`config.mk`:
```
export PLATFORM = sky130hd
export DESIGN_NAME = nand_page_reorder
export DESIGN_NICKNAME = d
export VERILOG_FILES = /design/src/rtl/nrd_pkg.sv /design/src/rtl/nrd_cfg.sv /design/src/rtl/nrd_seq.sv /design/src/rtl/nrd_addr.sv /design/src/rtl/nand_page_reorder.sv
export SDC_FILE = /design/constraint.sdc
export NUM_CORES = 1
export LEC_CHECK = 0
export BUFFER_PORTS_ARGS = -buffer_cell sky130_fd_sc_hd__buf_2
export CORE_MARGIN = 10
export CORE_UTILIZATION = 50
export DETAILED_ROUTE_END_ITERATION = 10
export PLACE_DENSITY = 0.71
export REMOVE_ABC_BUFFERS = 1
export SYNTH_ARGS = -nofsm -noshare
export SYNTH_HDL_FRONTEND = slang
export SYNTH_SLANG_ARGS = --single-unit
```
`constraint.sdc`:
```
create_clock -name clk -period 5.5 [get_ports clk]
set_input_delay 0.825 -clock clk [delete_from_list [all_inputs] [get_ports clk]]
set_output_delay 0.825 -clock clk [all_outputs]
set_load 0.05 [all_outputs]
```
`src/rtl/nrd_pkg.sv`:
```
package nrd_pkg;
  typedef enum logic [2:0] {
    K_IDLE,
    K_INIT,
    K_DATA,
    K_SPARE,
    K_ECC,
    K_PAD
  } kind_e;
endpackage

```
`src/rtl/nrd_cfg.sv`:
```
module nrd_cfg #(
  parameter int CHUNK_W  = 4,
  parameter int CNT_W    = 12,
  parameter int ECCL_W   = 5,
  parameter int ADDR_W   = 16,
  parameter int HAM_DATA = 512
) (
  input  logic              clk,
  input  logic              rst_n,
  input  logic              start,
  input  logic              idle,
  input  logic              i_bch,
  input  logic [CHUNK_W-1:0] i_chunks,
  input  logic [CNT_W-1:0]  i_dlen,
  input  logic [CNT_W-1:0]  i_slen,
  input  logic              i_tail,
  input  logic [CNT_W-1:0]  i_tdlen,
  input  logic [CNT_W-1:0]  i_tslen,
  input  logic [ECCL_W-1:0] i_telen,
  output logic              accept,
  output logic              q_bch,
  output logic [CHUNK_W-1:0] q_chunks,
  output logic [CNT_W-1:0]  q_dlen,
  output logic [CNT_W-1:0]  q_slen,
  output logic              q_tail,
  output logic [CNT_W-1:0]  q_tdlen,
  output logic [CNT_W-1:0]  q_tslen,
  output logic [ECCL_W-1:0] q_telen,
  output logic [ADDR_W-1:0] spare_base,
  output logic [ADDR_W-1:0] ecc_base
);
  logic chunks_ok;
  logic [ADDR_W-1:0] dtot, stot;

  always_comb begin
    if (i_bch) chunks_ok = (i_chunks != '0);
    else chunks_ok = (i_chunks == CHUNK_W'(1)) || (i_chunks == CHUNK_W'(2)) ||
                     (i_chunks == CHUNK_W'(4));
  end

  assign accept = start && idle && chunks_ok;

  always_ff @(posedge clk or negedge rst_n) begin
    if (!rst_n) begin
      q_bch    <= 1'b0;
      q_chunks <= '0;
      q_dlen   <= '0;
      q_slen   <= '0;
      q_tail   <= 1'b0;
      q_tdlen  <= '0;
      q_tslen  <= '0;
      q_telen  <= '0;
    end else if (accept) begin
      q_bch    <= i_bch;
      q_chunks <= i_chunks;
      q_dlen   <= i_dlen;
      q_slen   <= i_slen;
      q_tail   <= i_bch && i_tail;
      q_tdlen  <= i_tdlen;
      q_tslen  <= i_tslen;
      q_telen  <= i_telen;
    end
  end

  // Region bases follow from the latched sizes
  always_comb begin
    if (q_bch) begin
      dtot = ADDR_W'(q_chunks) * ADDR_W'(q_dlen) + (q_tail ? ADDR_W'(q_tdlen) : '0);
      stot = ADDR_W'(q_chunks) * ADDR_W'(q_slen) + (q_tail ? ADDR_W'(q_tslen) : '0);
    end else begin
      dtot = ADDR_W'(q_chunks) * ADDR_W'(HAM_DATA);
      stot = ADDR_W'(q_slen);
    end
  end

  assign spare_base = dtot;
  assign ecc_base   = dtot + stot;

  // latched layout does not move while a page is in flight
  assert_cfg_held_R2: assert property (@(posedge clk) disable iff (!rst_n)
    (!idle && $past(!idle)) |->
      $stable({q_bch, q_chunks, q_dlen, q_slen, q_tail, q_tdlen, q_tslen, q_telen}));
endmodule

```
`src/rtl/nrd_seq.sv`:
```
module nrd_seq
  import nrd_pkg::*;
#(
  parameter int CHUNK_W  = 4,
  parameter int CNT_W    = 12,
  parameter int ECCL_W   = 5,
  parameter int HAM_DATA = 512,
  parameter int HAM_ECC  = 6,
  parameter int BCH_ECC  = 30,
  parameter int BCH_SLOT = 32
) (
  input  logic              clk,
  input  logic              rst_n,
  input  logic              accept,
  input  logic              in_valid,
  input  logic              bch,
  input  logic [CHUNK_W-1:0] chunks,
  input  logic [CNT_W-1:0]  dlen,
  input  logic [CNT_W-1:0]  slen,
  input  logic              tail_en,
  input  logic [CNT_W-1:0]  tdlen,
  input  logic [CNT_W-1:0]  tslen,
  input  logic [ECCL_W-1:0] telen,
  output kind_e             kind,
  output logic              idle,
  output logic              in_ready,
  output logic              pad_wr,
  output logic              beat,
  output logic              done
);
  logic [CNT_W-1:0]   rem, nlen;
  logic [CHUNK_W-1:0] sec, nsec;
  logic               tail, ntail, fin, fld_end;
  kind_e              nk;

  assign idle     = (kind == K_IDLE);
  assign in_ready = (kind inside {K_DATA, K_SPARE, K_ECC}) && (rem != '0);
  assign pad_wr   = (kind == K_PAD) && (rem != '0);
  assign beat     = (in_valid && in_ready) || pad_wr;
  assign fld_end  = !idle && ((rem == '0) || (beat && rem == CNT_W'(1)));

  // Field order per layout
  always_comb begin
    nk    = K_IDLE;
    fin   = 1'b0;
    nsec  = sec;
    ntail = tail;
    unique case (kind)
      K_INIT:  begin nk = K_DATA; nsec = '0; ntail = 1'b0; end
      K_DATA:  nk = bch ? K_SPARE : K_ECC;
      K_ECC:   nk = bch ? K_PAD : K_SPARE;
      K_SPARE: begin
        if (bch) nk = K_ECC;
        else fin = 1'b1;
      end
      K_PAD: begin
        if (!tail && ({1'b0, sec} + 1'b1) < {1'b0, chunks}) begin
          nk = K_DATA; nsec = sec + 1'b1;
        end else if (!tail && tail_en) begin
          nk = K_DATA; ntail = 1'b1;
        end else fin = 1'b1;
      end
      default: fin = 1'b1;
    endcase
  end

  // Length of the field about to start
  always_comb begin
    nlen = '0;
    unique case (nk)
      K_DATA:  nlen = bch ? (ntail ? tdlen : dlen) : CNT_W'(chunks) * CNT_W'(HAM_DATA);
      K_SPARE: nlen = (bch && ntail) ? tslen : slen;
      K_ECC:   nlen = bch ? (ntail ? CNT_W'(telen) : CNT_W'(BCH_ECC))
                          : CNT_W'(chunks) * CNT_W'(HAM_ECC);
      K_PAD:   nlen = ntail ? ((telen != '0) ? CNT_W'(BCH_SLOT) - CNT_W'(telen) : '0)
                            : CNT_W'(BCH_SLOT - BCH_ECC);
      default: nlen = '0;
    endcase
  end

  always_ff @(posedge clk or negedge rst_n) begin
    if (!rst_n) begin
      kind <= K_IDLE;
      rem  <= '0;
      sec  <= '0;
      tail <= 1'b0;
      done <= 1'b0;
    end else begin
      done <= 1'b0;
      if (accept) begin
        kind <= K_INIT;
        rem  <= '0;
        sec  <= '0;
        tail <= 1'b0;
      end else if (fld_end) begin
        if (fin) begin
          kind <= K_IDLE;
          done <= 1'b1;
        end else begin
          kind <= nk;
          rem  <= nlen;
          sec  <= nsec;
          tail <= ntail;
        end
      end else if (beat) begin
        rem <= rem - 1'b1;
      end
    end
  end

  // end-of-page marker lasts one cycle
  assert_done_pulse_R9: assert property (@(posedge clk) disable iff (!rst_n)
    done |=> !done);

  // without an accepted start the unit stays idle
  assert_start_ignored_R10: assert property (@(posedge clk) disable iff (!rst_n)
    (idle && !accept) |=> idle);
endmodule

```
`src/rtl/nrd_addr.sv`:
```
module nrd_addr
  import nrd_pkg::*;
#(
  parameter int ADDR_W = 16
) (
  input  logic              clk,
  input  logic              rst_n,
  input  kind_e             kind,
  input  logic              beat,
  input  logic [ADDR_W-1:0] spare_base,
  input  logic [ADDR_W-1:0] ecc_base,
  output logic [ADDR_W-1:0] wr_addr
);
  logic [ADDR_W-1:0] dptr, sptr, eptr;

  always_ff @(posedge clk or negedge rst_n) begin
    if (!rst_n) begin
      dptr <= '0;
      sptr <= '0;
      eptr <= '0;
    end else if (kind == K_INIT) begin
      dptr <= '0;
      sptr <= spare_base;
      eptr <= ecc_base;
    end else if (beat) begin
      unique case (kind)
        K_DATA:  dptr <= dptr + 1'b1;
        K_SPARE: sptr <= sptr + 1'b1;
        default: eptr <= eptr + 1'b1;
      endcase
    end
  end

  always_comb begin
    unique case (kind)
      K_DATA:  wr_addr = dptr;
      K_SPARE: wr_addr = sptr;
      default: wr_addr = eptr;
    endcase
  end

  // data writes never spill into the spare region
  assert_data_bound_R3: assert property (@(posedge clk) disable iff (!rst_n)
    (kind == K_DATA && beat) |-> (wr_addr < spare_base));
endmodule

```
`src/rtl/nand_page_reorder.sv`:
```
module nand_page_reorder
  import nrd_pkg::*;
#(
  parameter int CHUNK_W  = 4,
  parameter int CNT_W    = 12,
  parameter int ECCL_W   = 5,
  parameter int ADDR_W   = 16,
  parameter int HAM_DATA = 512,
  parameter int HAM_ECC  = 6,
  parameter int BCH_ECC  = 30,
  parameter int BCH_SLOT = 32
) (
  input  logic               clk,
  input  logic               rst_n,
  input  logic               start,
  input  logic               cfg_bch,
  input  logic [CHUNK_W-1:0] cfg_chunks,
  input  logic [CNT_W-1:0]   cfg_data_len,
  input  logic [CNT_W-1:0]   cfg_spare_len,
  input  logic               cfg_tail_en,
  input  logic [CNT_W-1:0]   cfg_tail_data_len,
  input  logic [CNT_W-1:0]   cfg_tail_spare_len,
  input  logic [ECCL_W-1:0]  cfg_tail_ecc_len,
  input  logic               in_valid,
  input  logic [7:0]         in_data,
  output logic               in_ready,
  output logic               wr_en,
  output logic [ADDR_W-1:0]  wr_addr,
  output logic [7:0]         wr_data,
  output logic               done
);
  localparam logic [7:0] PAD_BYTE = 8'hFF;

  logic               accept, idle, pad_wr, beat;
  logic               q_bch, q_tail;
  logic [CHUNK_W-1:0] q_chunks;
  logic [CNT_W-1:0]   q_dlen, q_slen, q_tdlen, q_tslen;
  logic [ECCL_W-1:0]  q_telen;
  logic [ADDR_W-1:0]  spare_base, ecc_base;
  kind_e              kind;

  nrd_cfg #(
    .CHUNK_W(CHUNK_W), .CNT_W(CNT_W), .ECCL_W(ECCL_W),
    .ADDR_W(ADDR_W), .HAM_DATA(HAM_DATA)
  ) u_cfg (
    .clk(clk), .rst_n(rst_n), .start(start), .idle(idle),
    .i_bch(cfg_bch), .i_chunks(cfg_chunks), .i_dlen(cfg_data_len),
    .i_slen(cfg_spare_len), .i_tail(cfg_tail_en), .i_tdlen(cfg_tail_data_len),
    .i_tslen(cfg_tail_spare_len), .i_telen(cfg_tail_ecc_len),
    .accept(accept), .q_bch(q_bch), .q_chunks(q_chunks), .q_dlen(q_dlen),
    .q_slen(q_slen), .q_tail(q_tail), .q_tdlen(q_tdlen), .q_tslen(q_tslen),
    .q_telen(q_telen), .spare_base(spare_base), .ecc_base(ecc_base)
  );

  nrd_seq #(
    .CHUNK_W(CHUNK_W), .CNT_W(CNT_W), .ECCL_W(ECCL_W), .HAM_DATA(HAM_DATA),
    .HAM_ECC(HAM_ECC), .BCH_ECC(BCH_ECC), .BCH_SLOT(BCH_SLOT)
  ) u_seq (
    .clk(clk), .rst_n(rst_n), .accept(accept), .in_valid(in_valid),
    .bch(q_bch), .chunks(q_chunks), .dlen(q_dlen), .slen(q_slen),
    .tail_en(q_tail), .tdlen(q_tdlen), .tslen(q_tslen), .telen(q_telen),
    .kind(kind), .idle(idle), .in_ready(in_ready), .pad_wr(pad_wr),
    .beat(beat), .done(done)
  );

  nrd_addr #(.ADDR_W(ADDR_W)) u_addr (
    .clk(clk), .rst_n(rst_n), .kind(kind), .beat(beat),
    .spare_base(spare_base), .ecc_base(ecc_base), .wr_addr(wr_addr)
  );

  assign wr_en   = beat;
  assign wr_data = pad_wr ? PAD_BYTE : in_data;

  // any write not fed by the stream is a 0xFF pad byte
  assert_pad_ff_R6: assert property (@(posedge clk) disable iff (!rst_n)
    (wr_en && !(in_valid && in_ready)) |-> (wr_data == PAD_BYTE));

  // nothing is written while idle
  assert_idle_quiet_R8: assert property (@(posedge clk) disable iff (!rst_n)
    idle |-> (!wr_en && !in_ready));
endmodule

```
Word-level counts from Yosys, hierarchy flattened. Index checks and enable logic that the tools add are counted.

$add $sub $neg: 10. $mul: 3. $lt $le $gt $ge: 1. Equality and inequality tests: 17. Mux-type cells: 55. Reductions and logical operators: 37.

Operators by type and width (count): 2-to-1 mux 16 bit (11); 2-to-1 mux 12 bit (12); adder 16 x 1 -> 16 bit (second input constant) (3); adder 16 bit (3); case mux 12 bit (4 select lines) (1); multiplier 4 x 12 -> 16 bit (2); case mux 16 bit (2 select lines) (1); 2-to-1 mux 3 bit (7); 2-to-1 mux 4 bit (4); case mux 3 bit (5 select lines) (1); equality test 12 x 1 -> 1 bit (second input constant) (1); equality test 3 x 2 -> 1 bit (second input constant) (4); equality test 3 bit (second input constant) (4); zero test 12 bit (1); 2-to-1 mux 1 bit (12); nonzero test 12 bit (1); subtractor 12 x 1 -> 12 bit (second input constant) (1); logical AND 1 bit (11); AND reduction 2 bit (5); nonzero test 3 bit (3); 2-to-1 mux 8 bit (1); case mux 4 bit (2 select lines) (1); nonzero test 2 bit (4); subtractor 6 x 5 -> 7 bit (first input constant) (1); other kinds (23) (28).

Bits in registers: 128. Bits of input ports: 71. Output and inout bits: 27. Word-level logic and storage cells: 139.

Logic depth before layout (Yosys ltp). Gate-level depths: netlist of run 1.

Depth after elaboration: 11. Gate-level depth with buffers: 24. Mapped depth without buffers: 23.

By module. Synthesis of run 1 repeated with hierarchy kept, for this count alone.

Cells, all modules: 1569. Area, all modules: 12764.7 sq um.

Modules (own cells, without submodules): nrd_cfg (instances 1, cells each 843, area an instance 6934.2 sq um); nrd_addr (instances 1, cells each 399, area an instance 3279.4 sq um); nrd_seq (instances 1, cells each 319, area an instance 2501.1 sq um); nand_page_reorder (instances 1, cells each 8, area an instance 50.0 sq um).

Least setup slack after synthesis of run 1. Ideal clock, no wire load.

Path type: register to register. Start point: reg u_cfg.q_chunks[3]. End point: reg u_addr.eptr[13]. Setup time: 0.083 ns. Data arrival time: 5.262 ns. Data required time: 5.417 ns. Setup slack: 0.155 ns. Cell stages (with the launch flop): 23. Path buffers: 1. Clock period less this slack: 5.345 ns. Path through: dfrtp_1 clkbuf_1 nand2_1 fa_1 fa_1 fa_1 inv_1 ha_1 a21oi_1 o21bai_1 a21oi_1 o21ai_0 a21oi_1 xnor2_1 mux2_2 ha_1 nand2_1 o21ai_0 nand2_1 o31ai_1 a31oi_1 xor2_1 o21ai_0.

Longest elaborated chain between the ends: 5. Elaborated cells on any way between the ends: 8.

RTL lines: from (decl) (RTL line nrd_cfg.sv:22) `output logic [CHUNK_W-1:0] q_chunks,`; from (signal assigned) (RTL line nrd_cfg.sv:55) `q_chunks <= i_chunks;`; multiplier 4 x 12 -> 16 bit (on tied branches) (RTL line nrd_cfg.sv:68, nrd_cfg.sv:69); adder 16 bit (on tied branches) (RTL line nrd_cfg.sv:68, nrd_cfg.sv:69); 2-to-1 mux 16 bit (RTL line nrd_cfg.sv:67) `if (q_bch) begin`; adder 16 bit (*) (RTL line nrd_cfg.sv:77) `assign ecc_base = dtot + stot;`; 2-to-1 mux 16 bit (*) (RTL line nrd_addr.sv:21) `end else if (kind == K_INIT) begin`; to (signal assigned) (RTL line nrd_addr.sv:24) `eptr <= ecc_base;`; to (signal assigned) (RTL line nrd_addr.sv:29) `default: eptr <= eptr + 1'b1;`; to (decl) (RTL line nrd_addr.sv:14) `logic [ADDR_W-1:0] dptr, sptr, eptr;`.

Every way passes the cells marked *; elsewhere a longest branch is shown, timed or not. A chain may end at the register's enable or synchronous reset.

Worst setup path after layout of run 1.
Start point: reg u_cfg.q_chunks[2]. End point: reg u_addr.eptr[15].

The elaborated chain is that of the path after synthesis.

==> impl_metrics.toml, run 1 <==
[status]
status = "complete, no violations"

[place]
post-place-ws_ps = -54.1
port_buffers = 97
gp_congestion = 0.936
dp_cells = 1890
dp_hpwl_mm = 26.3

[grt]
grt_pass1_wl_mm = 56.4
grt_pass1_vias = 10828
grt_use_total_pct = 22.3
grt_max_degree = 73
antenna_found_initial = 1
gr-total-overflow = 0

[timing]
tns_ps = 0
hold_violations = 0
worst-slew-pin-transition_ps = 1260
finClkSkew_ps = 15.1
max-slew-margin-rel_pct = 15.9
fin_crit_sh_pct = 95.6
drv_slew = 0
timing.fmax_mhz = 190
grt_setup_unrepaired = "yes"
setup_viol = 0
setup_slack_ps = 242
min_period_ps = 5260

[floorplan]
die_width_um = 176
die_area_um2 = 30900
ios = 98
core_area_um2 = 23700
initial_core_util_pct = 51.3
rows = 56
die_h_um = 176

[routing]
ant_nets = 0
vias = 10857
routedWlPerCell_um = 17.8
remaining_drc_errors = 0
drt_iter0_markers = 1051
viasPerCell = 5.64
wirelength_mm = 34.3
drtPass1Iterations = 6

[cells_and_area]
nets = 1807
syn2layout_area_growth_pct = 14.5
stdcell_count = 1925
drive_gt1_share_pct = 16.0
n_antenna_cell = 0
final_core_util_pct = 58.8

[yosys]
ys_dominant_reg_cell = "dfrtp_1"
synth_compound_area_share_pct = 14.2
synthSimpleGateAreaFrac_pct = 25.1
synth-seq-area-share_pct = 26.4
synth_edf_count = 0
yosysUniqueCellTypes = 80
synth-xor-area-share_pct = 5.12
ys_ff_latch = 128
synthArstFlopShare_pct = 100
avgSynthCellArea_um2 = 8.16
synth_top_family_by_area = "simple AND/OR/NAND/NOR gates"
muxShareOfSynthArea_pct = 4.37
syn-cell-area_um2 = 12100
synthAdderAreaFrac_pct = 18.8
synth_cells = 1489
ys_warn_count = 0

[clock_network]
cts_max_level = 4
root_buffer = "clkbuf_16"
cts-buffers-inserted = 17
cts_tree = "done"
clk-insertion-delay-late_ps = 430
clk_pin_slew_worst_paths_ps = 70
clock_sinks = 128
max-clock-path-buffers = 2

[worst_setup_path]
worstPathRequired_ps = 5810
reg2regPathDepth = 22
critPathKind = "reg2reg"
reg2reg_from = "u_cfg.q_chunks[2]"
end_kind = "flip-flop"
worstPathMaxFanout = 7
cp_data_arrival_time_ps = 5570
worstSetupStartpointType = "flip-flop"
regToRegSetupSlack_ps = 240
worstReg2RegEnd = "u_addr.eptr[15]"

[worst_hold_path]
hold_class = "in2async"

[run]
drv_cap = 0
## kinds of logic after synthesis
logic type | Yosys count
buf+inv | 188
fa+ha+maj | 144
compound gates | 269
flops | 128
mux | 51
xor+xnor | 71
simple gates | 638
## area by class of cell
class,count,area (um2)
fill,2145,9770
sequential,128,3210
tap,319,399
inverter,123,462
clock inverter,15,150
timing repair buffer,150,925
clock buffer,17,425
multi-input combinational,1173,8340
## how the worst max path moves through the flow
stage                 endpoint              start  depth (start not counted)
2_1_floorplan  u_addr.eptr[13]  u_cfg.q_chunks[3]                         21
3_3_place_gp   u_addr.eptr[15]  u_cfg.q_chunks[2]                         21
3_5_place_dp   u_addr.eptr[13]  u_cfg.q_chunks[2]                         22
4_1_cts        u_addr.eptr[15]  u_cfg.q_chunks[3]                         20
5_1_grt        u_addr.eptr[13]  u_cfg.q_chunks[1]                         25
6_report       u_addr.eptr[15]  u_cfg.q_chunks[2]                         22
## synthesized netlist by cell type (all sizes together), types with 3 or more instances
library cell / count / area [um2]
o31ai: 8 / 60.1
and2: 96 / 601
mux2: 13 / 150
nor4: 7 / 58.8
a21o: 16 / 120
buf: 13 / 75.1
mux2i: 38 / 380
a211oi: 6 / 50.1
a22o: 3 / 26.3
a21boi: 3 / 22.5
o22ai: 6 / 37.5
clkbuf: 52 / 195
or4: 6 / 48.8
nand3: 33 / 170
nor3: 26 / 145
xnor2: 38 / 333
a211o: 5 / 43.8
o21ai: 93 / 465
o211ai: 11 / 82.6
nor2: 80 / 300
a31oi: 10 / 62.6
and3: 17 / 111
o221ai: 6 / 52.6
o21a: 13 / 97.6
nor2b: 6 / 45.0
o21bai: 5 / 37.5
a21oi: 57 / 293
dfrtp: 128 / 3200
and4: 4 / 35.0
or2: 14 / 87.6
ha: 79 / 988
nand4: 15 / 100
a2111oi: 3 / 45.1
fa: 64 / 1280
inv: 123 / 462
nand2b: 9 / 56.3
xor2: 33 / 289
or3: 8 / 50.1
nand2: 309 / 1170
## metal layers
metal / GRT usage, % / share of wire (%)
met1: 29.6 / 44
met2: 36.7 / 47
met3: 3.75 / 6.7
met4: 5.79 / 2.5
met5: 0 / 0
## layout by cell type, fill, tap and decap left out, types with 7 or more instances in the layout
cell,synthesis,final
nand2_1,308,308
inv_1,123,123
dfrtp_1,128,123
buf_2,6,97
and2_1,96,94
o21ai_0,90,86
nor2_1,80,80
ha_1,79,75
fa_1,64,64
buf_4,1,49
a21oi_1,55,45
mux2i_1,38,38
xnor2_1,38,38
xor2_1,33,33
nand3_1,32,32
nor3_1,23,22
clkbuf_16,0,17
a21o_1,16,16
and3_1,16,16
or2_2,14,14
nand4_1,14,14
a21oi_2,2,12
o21a_1,13,12
mux2_2,12,12
o211ai_1,11,11
a31oi_1,10,10
nand2b_1,9,9
or3_1,8,8
o31ai_1,8,7
## flip-flops by register name, summed over array words and instances (netlist names), 3 cells and up
name	flops
u_cfg.q_tslen	12
u_cfg.q_dlen	12
u_seq.sec	4
u_cfg.q_telen	5
u_addr.dptr	16
u_seq.kind	3
u_addr.sptr	16
u_cfg.q_slen	12
u_addr.eptr	16
u_seq.rem	12
u_cfg.q_tdlen	12
u_cfg.q_chunks	4
## critical path: stages, from the launching register on
cell      delay (ps)
dfrtp_2          420
buf_12           140
buf_4            150
and2_1           140
fa_1             480
fa_1             540
inv_1             50
fa_1             530
inv_1             50
ha_1             310
and2_2           220
a21oi_2          170
o21a_1           170
o211ai_1         110
or2_2            280
nand3_1          100
nand2_1          100
ha_1             310
and2_1           180
a22o_1           210
a311oi_2         210
mux2i_1          220
nor2_1            60
## per-stage QoR
step / area [um2] / hold WS, ps
after global routing: 13900 / 550
after CTS: 13800 / 530
after detailed placement: 13200 / 514
after floorplan: 11900 / 459
after global placement: 13200 / 513
final: 13900 / 519
## timing repair
item                                    in CTS  in global routing
endpoints found under the setup margin       3                  6
pin swaps                                    0                 12
buffers inserted                             0                  3
hold buffers                                 0                  0
gates resized for setup                      2                 30
gates cloned                                 0                  0
Power of run 1 is not shown: default switching activity piles up to over one toggle a cycle in this logic, so the estimate is an artifact.
==> inputs of run 2 (changes only) <==
--- a/config.mk
+++ b/config.mk
@@ -6,6 +6,7 @@
 export NUM_CORES = 1
 export LEC_CHECK = 0
 export BUFFER_PORTS_ARGS = -buffer_cell sky130_fd_sc_hd__buf_2
+export CORE_ASPECT_RATIO = 1.25
 export CORE_MARGIN = 10
 export CORE_UTILIZATION = 50
 export DETAILED_ROUTE_END_ITERATION = 10
==> impl_metrics.toml, run 2 (synthesis gave the netlist of run 1 again) <==
[status]
status = "complete, no violations"

[timing]
fin_crit_sh_pct = 96.6
min_period_ps = 5310
grt_setup_unrepaired = "yes"
max-slew-margin-rel_pct = 29.4
timing.fmax_mhz = 188
finClkSkew_ps = 10.3
worst-slew-pin-transition_ps = 1060
drv_slew = 0
setup_viol = 0
hold_violations = 0

[floorplan]
ios = 98
die_h_um = 194
initial_core_util_pct = 51.0
die_width_um = 159
die_area_um2 = 31000
rows = 63
core_area_um2 = 23800

[grt]
grt_pass1_vias = 11222
gr-total-overflow = 0
antenna_found_initial = 0
grt_pass1_wl_mm = 56.9
grt_max_degree = 79
grt_use_total_pct = 22.4

[routing]
ant_nets = 0
drtPass1Iterations = 5
viasPerCell = 5.60
vias = 10783
remaining_drc_errors = 0
wirelength_mm = 34.8
routedWlPerCell_um = 18.1
drt_iter0_markers = 787

[place]
dp_hpwl_mm = 26.5
port_buffers = 97
dp_cells = 1891
gp_congestion = 0.921

[clock_network]
cts-buffers-inserted = 17
max-clock-path-buffers = 2
clock_sinks = 128
root_buffer = "clkbuf_16"
clk_pin_slew_worst_paths_ps = 60
clk-insertion-delay-late_ps = 440
cts_tree = "done"
cts_max_level = 4
postCtsHoldBufs = 0

[worst_setup_path]
worstSetupStartpointType = "flip-flop"
end_kind = "flip-flop"
worstPathRequired_ps = 5820
crit_top_cell = "fa_1"
slowest_stage = "fa_1"
cp_data_arrival_time_ps = 5630
path_cells = "buf_4 > and2_1 > fa_1 > fa_1 > inv_1 > fa_1 > inv_1 > ha_4 > a21o_1 > a21oi_2 > o21a_1 > o211ai_1 > or2_2 > nand3_2 > nand2_2 > ha_1 > and2_1 > a22o_1 > a311oi_2 > mux2i_1 > nor2_1"
crit_path_max_incr_delay_ps = 560
critPathKind = "reg2reg"
worstPathMaxFanout = 9

[cells_and_area]
stdcell_count = 1925
n_antenna_cell = 0
nets = 1801
drive_gt1_share_pct = 15.4
layout_common_cells = "nand2_1 (307), dfrtp_1 (125), inv_1 (123)"
syn2layout_area_growth_pct = 14.0
top_regs = "u_addr.dptr: 16 flops, u_addr.eptr: 16 flops, u_addr.sptr: 16 flops"
final_common_cell = "nand2_1"

[worst_hold_path]
hold_class = "reg2reg"

[run]
drv_cap = 0
## run 2: cell types whose count changed in the layout (fill, tap and decap cells not counted), moves of 3 or more
cell	change
clkinvlp_4	+3
a21oi_1	+3
clkinv_4	-3
buf_12	-3
a21oi_2	-3
## run 2: final timing paths
kind	startpoint	to	slack (ps)	cells past startpoint
worst max-delay path	u_cfg.q_chunks[1]	u_addr.eptr[15]	190	21
worst min-delay path	u_cfg.q_tdlen[10]	u_cfg.q_tdlen[10]	520	2
worst max register to register	u_cfg.q_chunks[1]	u_addr.eptr[15]	190	21
worst min register to register	u_cfg.q_tdlen[10]	u_cfg.q_tdlen[10]	520	2
max in group asynchronous	rst_n	u_cfg.q_chunks[2]	3680	2
min in group asynchronous	rst_n	u_addr.dptr[4]	580	1
## run 2: through the flow
stage	TNS (ps)	setup WS [ps]	util [%]	instance area, um2	hold slack [ps]
after CTS	0	3.90	57.7	13700	515
after global routing	-95.0	-41.4	58.2	13800	545
after detailed placement	-114	-103	55.2	13100	499
final	0	190	58.2	13800	516
after floorplan	0	179	-	11900	459
after global placement	0	11.1	55.2	13100	493
## run 2: timing repair
action	in CTS	in global routing
gates cloned	0	0
pin swaps	0	8
resized for setup	7	25
endpoints found under the setup margin	2	6
setup buffers	0	2
## run 2: cell type report
cell class | instances | area (um2)
Clock inverter | 13 | 128
Timing Repair Buffer | 144 | 841
Inverter | 123 | 462
Multi-Input combinational cell | 1173 | 8360
Fill cell | 2204 | 9960
Clock buffer | 19 | 443
Tap cell | 325 | 407
Sequential cell | 128 | 3210
## run 2: critical path, delay by kind of cell, from the launching register on
family / cells / cell delay (ps)
AOI/OAI and AO/OA: 6 / 1130
and+or+nand+nor: 6 / 910
adders and majority gates: 5 / 2170
muxes: 1 / 230
DFF: 1 / 460
buffers and inverters: 3 / 300
## run 2: layer usage
metal / track usage, % / vias to the layer above / routed length, um
met5: 0 / - / 0
met4: 9.83 / 0 / 1460
met3: 4.14 / 97 / 1820
met2: 37.9 / 325 / 16900
met1: 27.1 / 5160 / 14600
li1: - / 5201 / -
Power of run 2 is left out for the same reason.
==> inputs of run 3 (changes only) <==
--- a/config.mk
+++ b/config.mk
@@ -8,9 +8,8 @@
 export BUFFER_PORTS_ARGS = -buffer_cell sky130_fd_sc_hd__buf_2
 export CORE_ASPECT_RATIO = 1.25
 export CORE_MARGIN = 10
-export CORE_UTILIZATION = 50
+export CORE_UTILIZATION = 30
 export DETAILED_ROUTE_END_ITERATION = 10
-export PLACE_DENSITY = 0.71
 export REMOVE_ABC_BUFFERS = 1
 export SYNTH_ARGS = -nofsm -noshare
 export SYNTH_HDL_FRONTEND = slang
==> impl_metrics.toml, run 3 (synthesis gave the netlist of run 1 again) <==
[cells_and_area]
final_core_util_pct = 35.8
top_regs = "u_addr.dptr: 16 flops, u_addr.eptr: 16 flops, u_addr.sptr: 16 flops"
final_common_cell = "nand2_1"
stdcell_count = 2158
layout_common_cells = "nand2_1 (307), dfrtp_1 (124), inv_1 (122)"
drive_gt1_share_pct = 16.8
nets = 1812
syn2layout_area_growth_pct = 18.1

[grt]
gr-total-overflow = 0
antenna_found_initial = 0
grt_use_total_pct = 15.1
grt_pass1_vias = 10989
grt_max_degree = 82
grt_pass1_wl_mm = 58.5

[clock_network]
postCtsHoldBufs = 0
cts_tree = "done"
cts_max_level = 4
clk-insertion-delay-late_ps = 460
cts-buffers-inserted = 17
max-clock-path-buffers = 2
clock_sinks = 128
clk_pin_slew_worst_paths_ps = 60
root_buffer = "clkbuf_16"

[worst_hold_path]
holdPathEnd = "u_seq.rem[2]"
hold_class = "reg2reg"
hold_depth = 1
worstHoldStart = "u_seq.rem[2]"

[timing]
max-slew-margin-rel_pct = 28.5
finClkSkew_ps = 11.8
hold_violations = 0
fin_crit_sh_pct = 95.7
min_period_ps = 5260
drv_slew = 0
fin_hold_ws_ps = 533
timing.fmax_mhz = 190
worst-slew-pin-transition_ps = 1070
setup_viol = 0

[floorplan]
die_area_um2 = 49000
die_h_um = 245
initial_core_util_pct = 30.3
ios = 98
die_width_um = 200
core_area_um2 = 40100
rows = 82

[place]
gp_congestion = 0.891
port_buffers = 97
dp_hpwl_mm = 29.0
dp_cells = 2116

[routing]
drt_iter0_markers = 727
dr_wl_met3_mm = 1.66
viasPerCell = 5.01
routedWlPerCell_um = 17.2
remaining_drc_errors = 0
vias = 10810
wirelength_mm = 37.2
ant_nets = 0
highest_layer = "met4"
wl_met1_mm = 15.6
drtPass1Iterations = 5
met2_length_mm = 18.3

[worst_setup_path]
worstPathMaxFanout = 10
reg2regPathDepth = 21
reg2reg_from = "u_cfg.q_chunks[3]"
worstPathRequired_ps = 5850
critPathKind = "reg2reg"
cp_data_arrival_time_ps = 5610
end_kind = "flip-flop"
worstReg2RegEnd = "u_addr.eptr[15]"
worstSetupStartpointType = "flip-flop"
regToRegSetupSlack_ps = 240

[status]
status = "complete, no violations"

[run]
drv_cap = 0
[run 3: critical path: stages (launching register included)]
cell,delay (ps)
dfrtp_2,460
buf_4,190
and2_1,160
fa_1,520
fa_1,550
inv_1,60
fa_1,520
inv_1,40
ha_1,340
a21oi_2,240
xnor2_1,150
nor2_1,120
ha_4,210
or4_4,530
o22ai_4,140
o21ai_2,80
nand2_1,70
o31ai_1,60
buf_4,150
a311oi_2,290
mux2i_1,220
nor2_1,50
[run 3: area by class of cell]
| type | instances | area, um2 |
|---|---|---|
| diodes | 1 | 2.50 |
| clock buffers | 17 | 425 |
| clock inverters | 15 | 183 |
| fillers | 4148 | 25800 |
| inverters | 123 | 462 |
| multi-input cells | 1173 | 8430 |
| flip-flops and latches | 128 | 3210 |
| well taps | 546 | 683 |
| repair buffers | 155 | 961 |
[run 3: stage by stage]
stage               cell area (um2)  worst slack, ps  TNS (ps)
global route                  14300            -35.5     -56.0
CTS                           14100             5.89         0
floorplan                     11900              179         0
finish                        14400              238         0
detailed placement            13400            -14.3     -14.3
global placement              13400             72.0         0
[run 3: timing repair]
action	in CTS	in global routing
buffers inserted	0	8
setup endpoints to repair	1	6
pin swaps	0	19
resized for setup	1	45
cloned	0	1
[run 3: worst max path at each step]
stage | from | endpoint | slack (ps) | depth (start not counted)
4_1_cts | u_cfg.q_chunks[2] | u_addr.eptr[15] | 6 | 20
3_5_place_dp | u_cfg.q_chunks[2] | u_addr.eptr[15] | -10 | 20
5_1_grt | u_cfg.q_chunks[3] | u_addr.eptr[13] | -40 | 23
3_3_place_gp | u_cfg.q_chunks[1] | u_addr.eptr[15] | 70 | 23
2_1_floorplan | u_cfg.q_chunks[3] | u_addr.eptr[13] | 180 | 21
6_report | u_cfg.q_chunks[3] | u_addr.eptr[15] | 240 | 21
[run 3: metal layers]
layer | global-route usage [%] | vias up
met4 | 7.85 | 0
met1 | 18.1 | 5209
met2 | 25.7 | 292
met3 | 2.29 | 77
met5 | 0 | -
li1 | - | 5232
Power of run 3 is left out for the same reason.
